$ cat src/rtl/mem_uop_pkg.sv
package mem_uop_pkg;

    typedef enum logic [1:0] {
        KIND_NONE  = 2'b00,
        KIND_LOAD  = 2'b01,
        KIND_STORE = 2'b10,
        KIND_PREF  = 2'b11
    } acc_kind_e;

    typedef enum logic [1:0] {
        S_IDLE,
        S_STORE,
        S_LOAD,
        S_PREF
    } issue_state_e;

endpackage

$ cat src/rtl/mem_uop_queue.sv
// Age-ordered collapsing queue: entry 0 is the oldest.
// Any entry can be removed; younger entries shift down by one.
module mem_uop_queue #(
    parameter int DEPTH = 8,
    parameter int AW    = 32,
    localparam int IW   = $clog2(DEPTH),
    localparam int CW   = $clog2(DEPTH + 1)
) (
    input  logic                      clk,
    input  logic                      rst_n,
    input  logic                      push_i,
    input  logic [AW-1:0]             push_addr_i,
    input  logic                      push_flag_i,
    input  logic                      pop_i,
    input  logic [IW-1:0]             pop_idx_i,
    input  logic [DEPTH-1:0]          set_i,
    output logic [DEPTH-1:0]          valid_o,
    output logic [DEPTH-1:0][AW-1:0]  addr_o,
    output logic [DEPTH-1:0]          flag_o,
    output logic                      full_o
);

    logic [DEPTH-1:0][AW-1:0] addr_q, addr_n;
    logic [DEPTH-1:0]         flag_q, flag_n;
    logic [CW-1:0]            cnt_q, cnt_n, cnt_base;
    logic                     push_ok;

    assign full_o  = (cnt_q == CW'(DEPTH));
    assign push_ok = push_i && !full_o;
    assign addr_o  = addr_q;
    assign flag_o  = flag_q;

    always_comb begin
        for (int i = 0; i < DEPTH; i++) begin
            valid_o[i] = (CW'(i) < cnt_q);
        end
    end

    always_comb begin
        cnt_base = cnt_q - CW'(pop_i);
        for (int i = 0; i < DEPTH; i++) begin
            if (pop_i && i >= int'(pop_idx_i)) begin
                if (i + 1 < DEPTH) begin
                    addr_n[i] = addr_q[(i + 1) % DEPTH];
                    flag_n[i] = flag_q[(i + 1) % DEPTH] | set_i[(i + 1) % DEPTH];
                end else begin
                    addr_n[i] = '0;
                    flag_n[i] = 1'b0;
                end
            end else begin
                addr_n[i] = addr_q[i];
                flag_n[i] = flag_q[i] | set_i[i];
            end
        end
        if (push_ok) begin
            addr_n[cnt_base[IW-1:0]] = push_addr_i;
            flag_n[cnt_base[IW-1:0]] = push_flag_i;
        end
        cnt_n = cnt_base + CW'(push_ok);
    end

    always_ff @(posedge clk) begin
        if (!rst_n) begin
            addr_q <= '0;
            flag_q <= '0;
            cnt_q  <= '0;
        end else begin
            addr_q <= addr_n;
            flag_q <= flag_n;
            cnt_q  <= cnt_n;
        end
    end

    AST_NO_OVERFLOW: assert property (@(posedge clk) disable iff (!rst_n)
        cnt_q <= CW'(DEPTH));

    AST_FULL_REFUSES: assert property (@(posedge clk) disable iff (!rst_n)
        (full_o && push_i && !pop_i) |=> (cnt_q == CW'(DEPTH)));

endmodule

$ cat src/rtl/mem_uop_pf_hist.sv
// Recent-prefetch block history: small FIFO, oldest entry overwritten.
module mem_uop_pf_hist #(
    parameter int ENTRIES = 4,
    parameter int BW      = 26,
    localparam int PW     = (ENTRIES > 1) ? $clog2(ENTRIES) : 1
) (
    input  logic          clk,
    input  logic          rst_n,
    input  logic [BW-1:0] query_i,
    output logic          hit_o,
    input  logic          wr_en_i,
    input  logic [BW-1:0] wr_blk_i
);

    logic [ENTRIES-1:0][BW-1:0] blk_q;
    logic [ENTRIES-1:0]         vld_q;
    logic [PW-1:0]              wptr_q;

    always_comb begin
        hit_o = 1'b0;
        for (int i = 0; i < ENTRIES; i++) begin
            if (vld_q[i] && blk_q[i] == query_i) hit_o = 1'b1;
        end
    end

    always_ff @(posedge clk) begin
        if (!rst_n) begin
            blk_q  <= '0;
            vld_q  <= '0;
            wptr_q <= '0;
        end else if (wr_en_i) begin
            blk_q[wptr_q] <= wr_blk_i;
            vld_q[wptr_q] <= 1'b1;
            wptr_q        <= (wptr_q == PW'(ENTRIES - 1)) ? '0 : wptr_q + PW'(1);
        end
    end

    AST_HIST_RECORDED: assert property (@(posedge clk) disable iff (!rst_n)
        wr_en_i |=> (vld_q[$past(wptr_q)] && blk_q[$past(wptr_q)] == $past(wr_blk_i)));

endmodule

$ cat src/rtl/mem_uop_issue.sv
module mem_uop_issue
    import mem_uop_pkg::*;
#(
    parameter int AW          = 32,
    parameter int CYW         = 32,
    parameter int DEPTH       = 8,
    parameter int QUANTUM     = 3,
    parameter int HIST        = 4,
    parameter int BLOCK_BYTES = 64,
    localparam int IW         = $clog2(DEPTH),
    localparam int QW         = $clog2(QUANTUM + 1),
    localparam int BSH        = $clog2(BLOCK_BYTES),
    localparam int BW         = AW - BSH
) (
    input  logic           clk,
    input  logic           rst_n,
    input  logic           st_push,
    input  logic [AW-1:0]  st_push_addr,
    input  logic           st_push_cmt,
    input  logic           st_commit,
    input  logic           ld_push,
    input  logic [AW-1:0]  ld_push_addr,
    input  logic           ld_push_rdy,
    input  logic           pf_push,
    input  logic [AW-1:0]  pf_push_addr,
    input  logic           pf_push_rdy,
    input  logic           wake_valid,
    input  logic [AW-1:0]  wake_addr,
    input  logic           cache_rdy,
    input  logic [CYW-1:0] cycle_in,
    output logic           req_valid,
    output logic [1:0]     req_kind,
    output logic [AW-1:0]  req_addr,
    output logic [CYW-1:0] req_cycle,
    output logic           pf_drop,
    output logic [AW-1:0]  pf_drop_addr,
    output logic           st_full,
    output logic           ld_full,
    output logic           pf_full
);

    issue_state_e state_q, state_n;
    logic [QW-1:0] quant_q;
    logic          issue;

    logic [DEPTH-1:0]         st_vld, st_flg, st_set;
    logic [DEPTH-1:0][AW-1:0] st_adr;
    logic [DEPTH-1:0]         ld_vld, ld_flg, ld_set;
    logic [DEPTH-1:0][AW-1:0] ld_adr;
    logic [DEPTH-1:0]         pf_vld, pf_flg, pf_set;
    logic [DEPTH-1:0][AW-1:0] pf_adr;

    logic          st_pop, ld_pop, pf_pop;
    logic [IW-1:0] ld_idx;
    logic          ld_any;
    logic          hist_hit, hist_wr;
    logic [BW-1:0] pf_blk;

    // Store commit: mark the oldest valid uncommitted store.
    always_comb begin
        logic found;
        found  = 1'b0;
        st_set = '0;
        for (int i = 0; i < DEPTH; i++) begin
            if (st_commit && !found && st_vld[i] && !st_flg[i]) begin
                st_set[i] = 1'b1;
                found     = 1'b1;
            end
        end
    end

    // Readiness broadcast by address for loads and prefetches.
    always_comb begin
        for (int i = 0; i < DEPTH; i++) begin
            ld_set[i] = wake_valid && ld_vld[i] && ld_adr[i] == wake_addr;
            pf_set[i] = wake_valid && pf_vld[i] && pf_adr[i] == wake_addr;
        end
    end

    // Oldest ready load.
    always_comb begin
        ld_any = 1'b0;
        ld_idx = '0;
        for (int i = DEPTH - 1; i >= 0; i--) begin
            if (ld_vld[i] && ld_flg[i]) begin
                ld_any = 1'b1;
                ld_idx = IW'(i);
            end
        end
    end

    assign pf_blk = pf_adr[0][AW-1:BSH];

    mem_uop_queue #(.DEPTH(DEPTH), .AW(AW)) u_st_q (
        .clk(clk), .rst_n(rst_n),
        .push_i(st_push), .push_addr_i(st_push_addr), .push_flag_i(st_push_cmt),
        .pop_i(st_pop), .pop_idx_i('0), .set_i(st_set),
        .valid_o(st_vld), .addr_o(st_adr), .flag_o(st_flg), .full_o(st_full)
    );

    mem_uop_queue #(.DEPTH(DEPTH), .AW(AW)) u_ld_q (
        .clk(clk), .rst_n(rst_n),
        .push_i(ld_push), .push_addr_i(ld_push_addr), .push_flag_i(ld_push_rdy),
        .pop_i(ld_pop), .pop_idx_i(ld_idx), .set_i(ld_set),
        .valid_o(ld_vld), .addr_o(ld_adr), .flag_o(ld_flg), .full_o(ld_full)
    );

    mem_uop_queue #(.DEPTH(DEPTH), .AW(AW)) u_pf_q (
        .clk(clk), .rst_n(rst_n),
        .push_i(pf_push), .push_addr_i(pf_push_addr), .push_flag_i(pf_push_rdy),
        .pop_i(pf_pop), .pop_idx_i('0), .set_i(pf_set),
        .valid_o(pf_vld), .addr_o(pf_adr), .flag_o(pf_flg), .full_o(pf_full)
    );

    mem_uop_pf_hist #(.ENTRIES(HIST), .BW(BW)) u_hist (
        .clk(clk), .rst_n(rst_n),
        .query_i(pf_blk), .hit_o(hist_hit),
        .wr_en_i(hist_wr), .wr_blk_i(pf_blk)
    );

    // State and quantum registers.
    always_ff @(posedge clk) begin
        if (!rst_n) begin
            state_q <= S_IDLE;
            quant_q <= '0;
        end else begin
            state_q <= state_n;
            if (state_q == S_IDLE) quant_q <= QW'(QUANTUM);
            else if (issue)        quant_q <= quant_q - QW'(1);
        end
    end

    // Next state and outputs.
    always_comb begin
        state_n      = state_q;
        issue        = 1'b0;
        req_kind     = KIND_NONE;
        req_addr     = '0;
        st_pop       = 1'b0;
        ld_pop       = 1'b0;
        pf_pop       = 1'b0;
        hist_wr      = 1'b0;
        pf_drop      = 1'b0;
        pf_drop_addr = '0;
        unique case (state_q)
            S_IDLE: begin
                if (cache_rdy) state_n = S_STORE;
            end
            S_STORE: begin
                if (st_vld[0] && st_flg[0] && cache_rdy) begin
                    issue    = 1'b1;
                    st_pop   = 1'b1;
                    req_kind = KIND_STORE;
                    req_addr = st_adr[0];
                    if (quant_q == QW'(1)) state_n = S_IDLE;
                end else begin
                    state_n = S_LOAD;
                end
            end
            S_LOAD: begin
                if (ld_any && cache_rdy) begin
                    issue    = 1'b1;
                    ld_pop   = 1'b1;
                    req_kind = KIND_LOAD;
                    req_addr = ld_adr[ld_idx];
                    if (quant_q == QW'(1)) state_n = S_IDLE;
                end else begin
                    state_n = S_PREF;
                end
            end
            S_PREF: begin
                if (pf_vld[0] && pf_flg[0] && hist_hit) begin
                    pf_pop       = 1'b1;
                    pf_drop      = 1'b1;
                    pf_drop_addr = pf_adr[0];
                end else if (pf_vld[0] && pf_flg[0] && cache_rdy) begin
                    issue    = 1'b1;
                    pf_pop   = 1'b1;
                    hist_wr  = 1'b1;
                    req_kind = KIND_PREF;
                    req_addr = pf_adr[0];
                    if (quant_q == QW'(1)) state_n = S_IDLE;
                end else begin
                    state_n = S_IDLE;
                end
            end
        endcase
    end

    assign req_valid = issue;
    assign req_cycle = cycle_in;

    // Checker state: requests issued since the round began.
    logic [QW-1:0] round_cnt;
    always_ff @(posedge clk) begin
        if (!rst_n)                round_cnt <= '0;
        else if (state_q == S_IDLE) round_cnt <= '0;
        else if (req_valid)        round_cnt <= round_cnt + QW'(1);
    end

    AST_REQ_NEEDS_CACHE: assert property (@(posedge clk) disable iff (!rst_n)
        req_valid |-> cache_rdy);

    AST_DROP_NO_REQ: assert property (@(posedge clk) disable iff (!rst_n)
        pf_drop |-> !req_valid);

    AST_QUANTUM_CAP: assert property (@(posedge clk) disable iff (!rst_n)
        req_valid |-> (round_cnt < QW'(QUANTUM)));

    AST_KIND_LEGAL: assert property (@(posedge clk) disable iff (!rst_n)
        req_valid |-> (req_kind != KIND_NONE));

    AST_STORE_ONLY_COMMITTED: assert property (@(posedge clk) disable iff (!rst_n)
        (req_valid && req_kind == KIND_STORE) |-> st_flg[0]);

endmodule

$ cat config.mk
export PLATFORM = sky130hd
export DESIGN_NAME = mem_uop_issue
export DESIGN_NICKNAME = d
export VERILOG_FILES = /design/src/rtl/mem_uop_pkg.sv /design/src/rtl/mem_uop_queue.sv /design/src/rtl/mem_uop_pf_hist.sv /design/src/rtl/mem_uop_issue.sv
export SDC_FILE = /design/constraint.sdc
export NUM_CORES = 2
export LEC_CHECK = 0
export BUFFER_PORTS_ARGS = -buffer_cell sky130_fd_sc_hd__buf_2
export CORE_MARGIN = 2
export CORE_UTILIZATION = 35
export CTS_BUF_LIST = sky130_fd_sc_hd__clkbuf_16
export DETAILED_ROUTE_END_ITERATION = 16
export PLACE_DENSITY = 0.55
export SKIP_LAST_GASP = 1
export SLEW_MARGIN = 15
export SYNTH_ARGS = -nofsm -noshare
export SYNTH_HDL_FRONTEND = slang
export SYNTH_SLANG_ARGS = --single-unit
export TNS_END_PERCENT = 5
$ cat constraint.sdc
create_clock -name clk -period 11.9 [get_ports clk]
set_input_delay 0 -clock clk [delete_from_list [all_inputs] [get_ports clk]]
set_output_delay 0 -clock clk [all_outputs]
set_load 0.005 [all_outputs]
==> flow_summary.yaml <==
detailed_routing:
  wl_met3_um: 25700
  wirelength_um: 220000
  top_layer: "met5"
  ant_nets: 0
  post_drt_via_cell_ratio: 6.08
  drt_iter0_markers: 7120
  avgRoutedWirePerCell_um: 26.8
  drc: 0
  vias: 50000
  dr_wl_met2_um: 90100
  wl_met1_um: 95300
  firstDrtPassIters: 7
placement:
  dpl-instance-area_sq_um: 51500
  dp_hpwl_um: 140000
  gp_congestion: 0.986
  place.port_buffers: 209
power_and_ir_drop:
  intPower_w: 0.00541
  ir_drop_uv: 111
  pwr_density_cell_nw_per_um2: 137
  pwr-share-seq: 0.437
  power_frac_comb: 0.124
  p_sw_w: 0.00230
  netSwitchingFraction: 0.298
  p_clk_frac: 0.438
  power_w: 0.00771
  p_leak_nw: 18.2
layout:
  fin_nets: 6417
  fin_area_sq_um: 56100
  area_growth_pct: 11.7
  drive_above_1_share: 0.103
  fillCellCount: 14600
critical_path:
  startpoint: "u_ld_q.cnt_q[2]$_SDFF_PN0_"
  path_depth: 13
  slowest_delay_ns: 0.74
  crit_type: "reg2reg"
  required_ns: 12.55
  cp_cell_sequence: "o32ai_1 > nand2_1 > nor2b_1 > a31o_4 > inv_2 > ha_1 > ha_1 > xnor2_1 > nor2_1 > nand2_1 > buf_4 > nand3_1 > a21oi_1"
  critPathLaunchType: "register"
  worst_path_max_delay_cell: "nand2_1"
  worstSetupEndpoint: "u_ld_q.addr_o[247]$_SDFF_PN0_"
  end_kind: "register"
  crit_buf_inv: 2
  crit_arrival_ns: 6.44
  r2r-end: "u_ld_q.addr_o[247]$_SDFF_PN0_"
  regToRegStartpoint: "u_ld_q.cnt_q[2]$_SDFF_PN0_"
  worst_path_dominant_cell_family: "simple AND/OR/NAND/NOR gates"
  worstPathMaxFanout: 27
  reg2reg_setup_slack_ns: 6.12
  reg2regPathDepth: 13
global_routing:
  first_global_vias: 45600
  gr-total-overflow: 0
  grt_first_pass_wirelength_um: 322000
  grt_max_degree: 222
  antenna_found_initial: 26
  grtUsageTotal: 0.288
yosys:
  synthesis.yosys.warnings: 0
  synthDistinctLibCells: 67
  postSynthAreaPerCell_sq_um: 7.79
  async_flop_share: 0
  synth_top_area_cell: "dfxtp_1"
  synth_seq_area_share: 0.366
  synth_nets: 6631
  ys_seq_elements: 918
  synthCells: 6443
  yosysTopAreaCellShare: 0.366
  synth_edf_count: 0
  synth_ff_type: "dfxtp_1"
  syn-cell-area_sq_um: 50200
  synth.top_cells.by_area: "dfxtp_1 (37%), xnor2_1 (8.7%), nand2_1 (7.4%), nor2_1 (5.4%), a311oi_1 (5.1%)"
floorplan:
  start_util: 0.354
  die-width_um: 383
  rows: 138
  core_region_area_sq_um: 142000
  pin_count: 274
  design.die.area_sq_um: 146000
  die_h_um: 383
clocking:
  cts_setup_buffers: 0
  hold_buffers: 106
  clock_latency_ns: 0.78
  path_clk_slew_ns: 0.06
  cts_buffers: 108
  clock_sinks: 918
  ctsResizeCount: 0
  cts_tree: "done"
  h-tree-depth: 3
  root_buffer: "clkbuf_16"
  cts_buffer_depth: 3
worst_hold_path:
  holdCritStartpoint: "cycle_in[19]"
  worstHoldPathType: "in2out"
sta:
  post-route-min-period_ns: 5.78
  rsz0062_at_grt: "false"
  maxSlewViolCount: 0
  fin_skew_ns: 0.0825
  holdWs_ns: 0.00000200
  tightest_slew_ns: 1.28
  fin_setup_tns_ns: 0
  hold_violations: 0
  min_period_over_period: 0.486
  relSlewSlack: 0.148
  finalSetupViolations: 0
  timing.fmax_mhz: 173
run:
  max_cap_viol_count: 0
run_status:
  status: "finished, final reports clean"
==> power by group through the flow <==
stage / Combinational [W] / Sequential (W) / Clock, W
finish: 0.000960 / 0.00337 / 0.00338
global route: 0.00101 / 0.00338 / 0.00355
CTS: 0.000934 / 0.00336 / 0.00342
detailed placement: 0.000898 / 0.00343 / 0
global placement: 0.000891 / 0.00343 / 0
floorplan: 0.000643 / 0.00333 / 0
==> worst reg2reg max path: stages (launching register included) <==
cell and delay (ns):
dfxtp_1 0.47, o32ai_1 0.62, nand2_1 0.34, nor2b_1 0.64, a31o_4 0.58, inv_2 0.24
ha_1 0.26, ha_1 0.22, xnor2_1 0.55, nor2_1 0.26, nand2_1 0.74, buf_4 0.44
nand3_1 0.13, a21oi_1 0.18
==> sequential cells by signal (all words and copies together) (netlist names) <==
register and count:
u_ld_q.addr_o 256, u_st_q.flag_o 8, u_st_q.addr_o 256, u_hist.wptr_q 2, u_ld_q.cnt_q 4, u_pf_q.addr_o 256, u_st_q.cnt_q 4, u_pf_q.flag_o 8
u_ld_q.flag_o 8, state_q 2, u_hist.blk_q 104, quant_q 2, u_pf_q.cnt_q 4, u_hist.vld_q 4
==> cell type report <==
class,instances,area (sq um),share of cell area
clock buffers,108,2700,0.0482
inverters,25,109,0.00194
repair buffers,420,2930,0.0522
multi-input cells,4756,28800,0.513
diodes,5,12.5,0.000223
clock inverters,92,840,0.0150
flip-flops and latches,918,18400,0.328
well taps,1890,2360,0.0422
==> cells by family (layout without fill, tap and decap cells) <==
group,count (synthesis),count (layout),share of synthesized area
flip-flops,918,918,0.366
multiplexers,105,105,0.0209
AO/OA/AOI/OAI,1511,1511,0.212
buffers and inverters,769,645,0.0658
adder cells (fa/ha/maj),17,17,0.00424
other,0,5,0
AND/OR/NAND/NOR,2492,2492,0.221
XOR/XNOR,631,631,0.110
==> worst min path at each step <==
stage | endpoint | slack [ns] | cells past startpoint
after detailed placement | req_cycle[11] | 0.00003 | 0
after global routing | req_cycle[8] | 0.000008 | 0
after floorplan | req_cycle[0] | 0.08 | 1
after CTS | req_cycle[11] | 0.00003 | 0
final | req_cycle[19] | 0.000002 | 0
after global placement | req_cycle[11] | 0.00003 | 0
==> metal layers <==
layer  global-route usage  vias to the layer above
li1                     -                    22400
met1                0.415                    24300
met2                0.408                     2748
met3               0.0796                      467
met4                0.100                       22
met5                    0                        -
==> per-stage QoR <==
stage | utilization | std cells | setup slack [ns]
floorplan | - | 6443 | 8.07
global route | 0.395 | 8211 | 5.83
detailed placement | 0.363 | 7903 | 6.31
global placement | 0.363 | 7903 | 6.49
CTS | 0.395 | 8209 | 6.24
finish | 0.395 | 8214 | 6.12
==> cell usage after synthesis, types with 3 or more instances <==
library cell  count
nand4_1         124
a211oi_1        234
nand2b_1          5
buf_4            54
a211oi_2         91
nand4b_1         32
xor2_1          134
nor2b_1           5
buf_8             3
a31oi_1         112
a22o_1           31
buf_2           119
nor3_2            3
nand2_1         985
o32ai_1           6
a311oi_1        293
nor4b_1           3
a21oi_1         230
buf_1            86
nor3_1           30
o21ai_0         363
a31o_2           33
nand3_1         237
o21a_1           14
clkbuf_2         12
inv_1            22
dfxtp_1         918
and2_1           46
nor2_1          720
clkbuf_1        468
ha_1             17
or2_2             6
nor4_1          275
xnor2_1         497
a21o_1            6
or2_1             3
mux2i_1         105
o22ai_1          66
or4_1             5
o2111ai_1         3
and3_1            8
a41o_1            4
o211ai_1          4
==> cell usage in the layout, fill, tap and decap left out, types with 134 or more instances in the layout <==
master and n:
nor4_1 275, buf_2 208, nor2_1 713, xor2_1 134, a211oi_1 234, o21ai_0 363, a311oi_1 293, a21oi_1 229
dfxtp_1 918, nand2_1 981, nand3_1 224, xnor2_1 497
No activity file was read; power rests on OpenSTA's default activity.
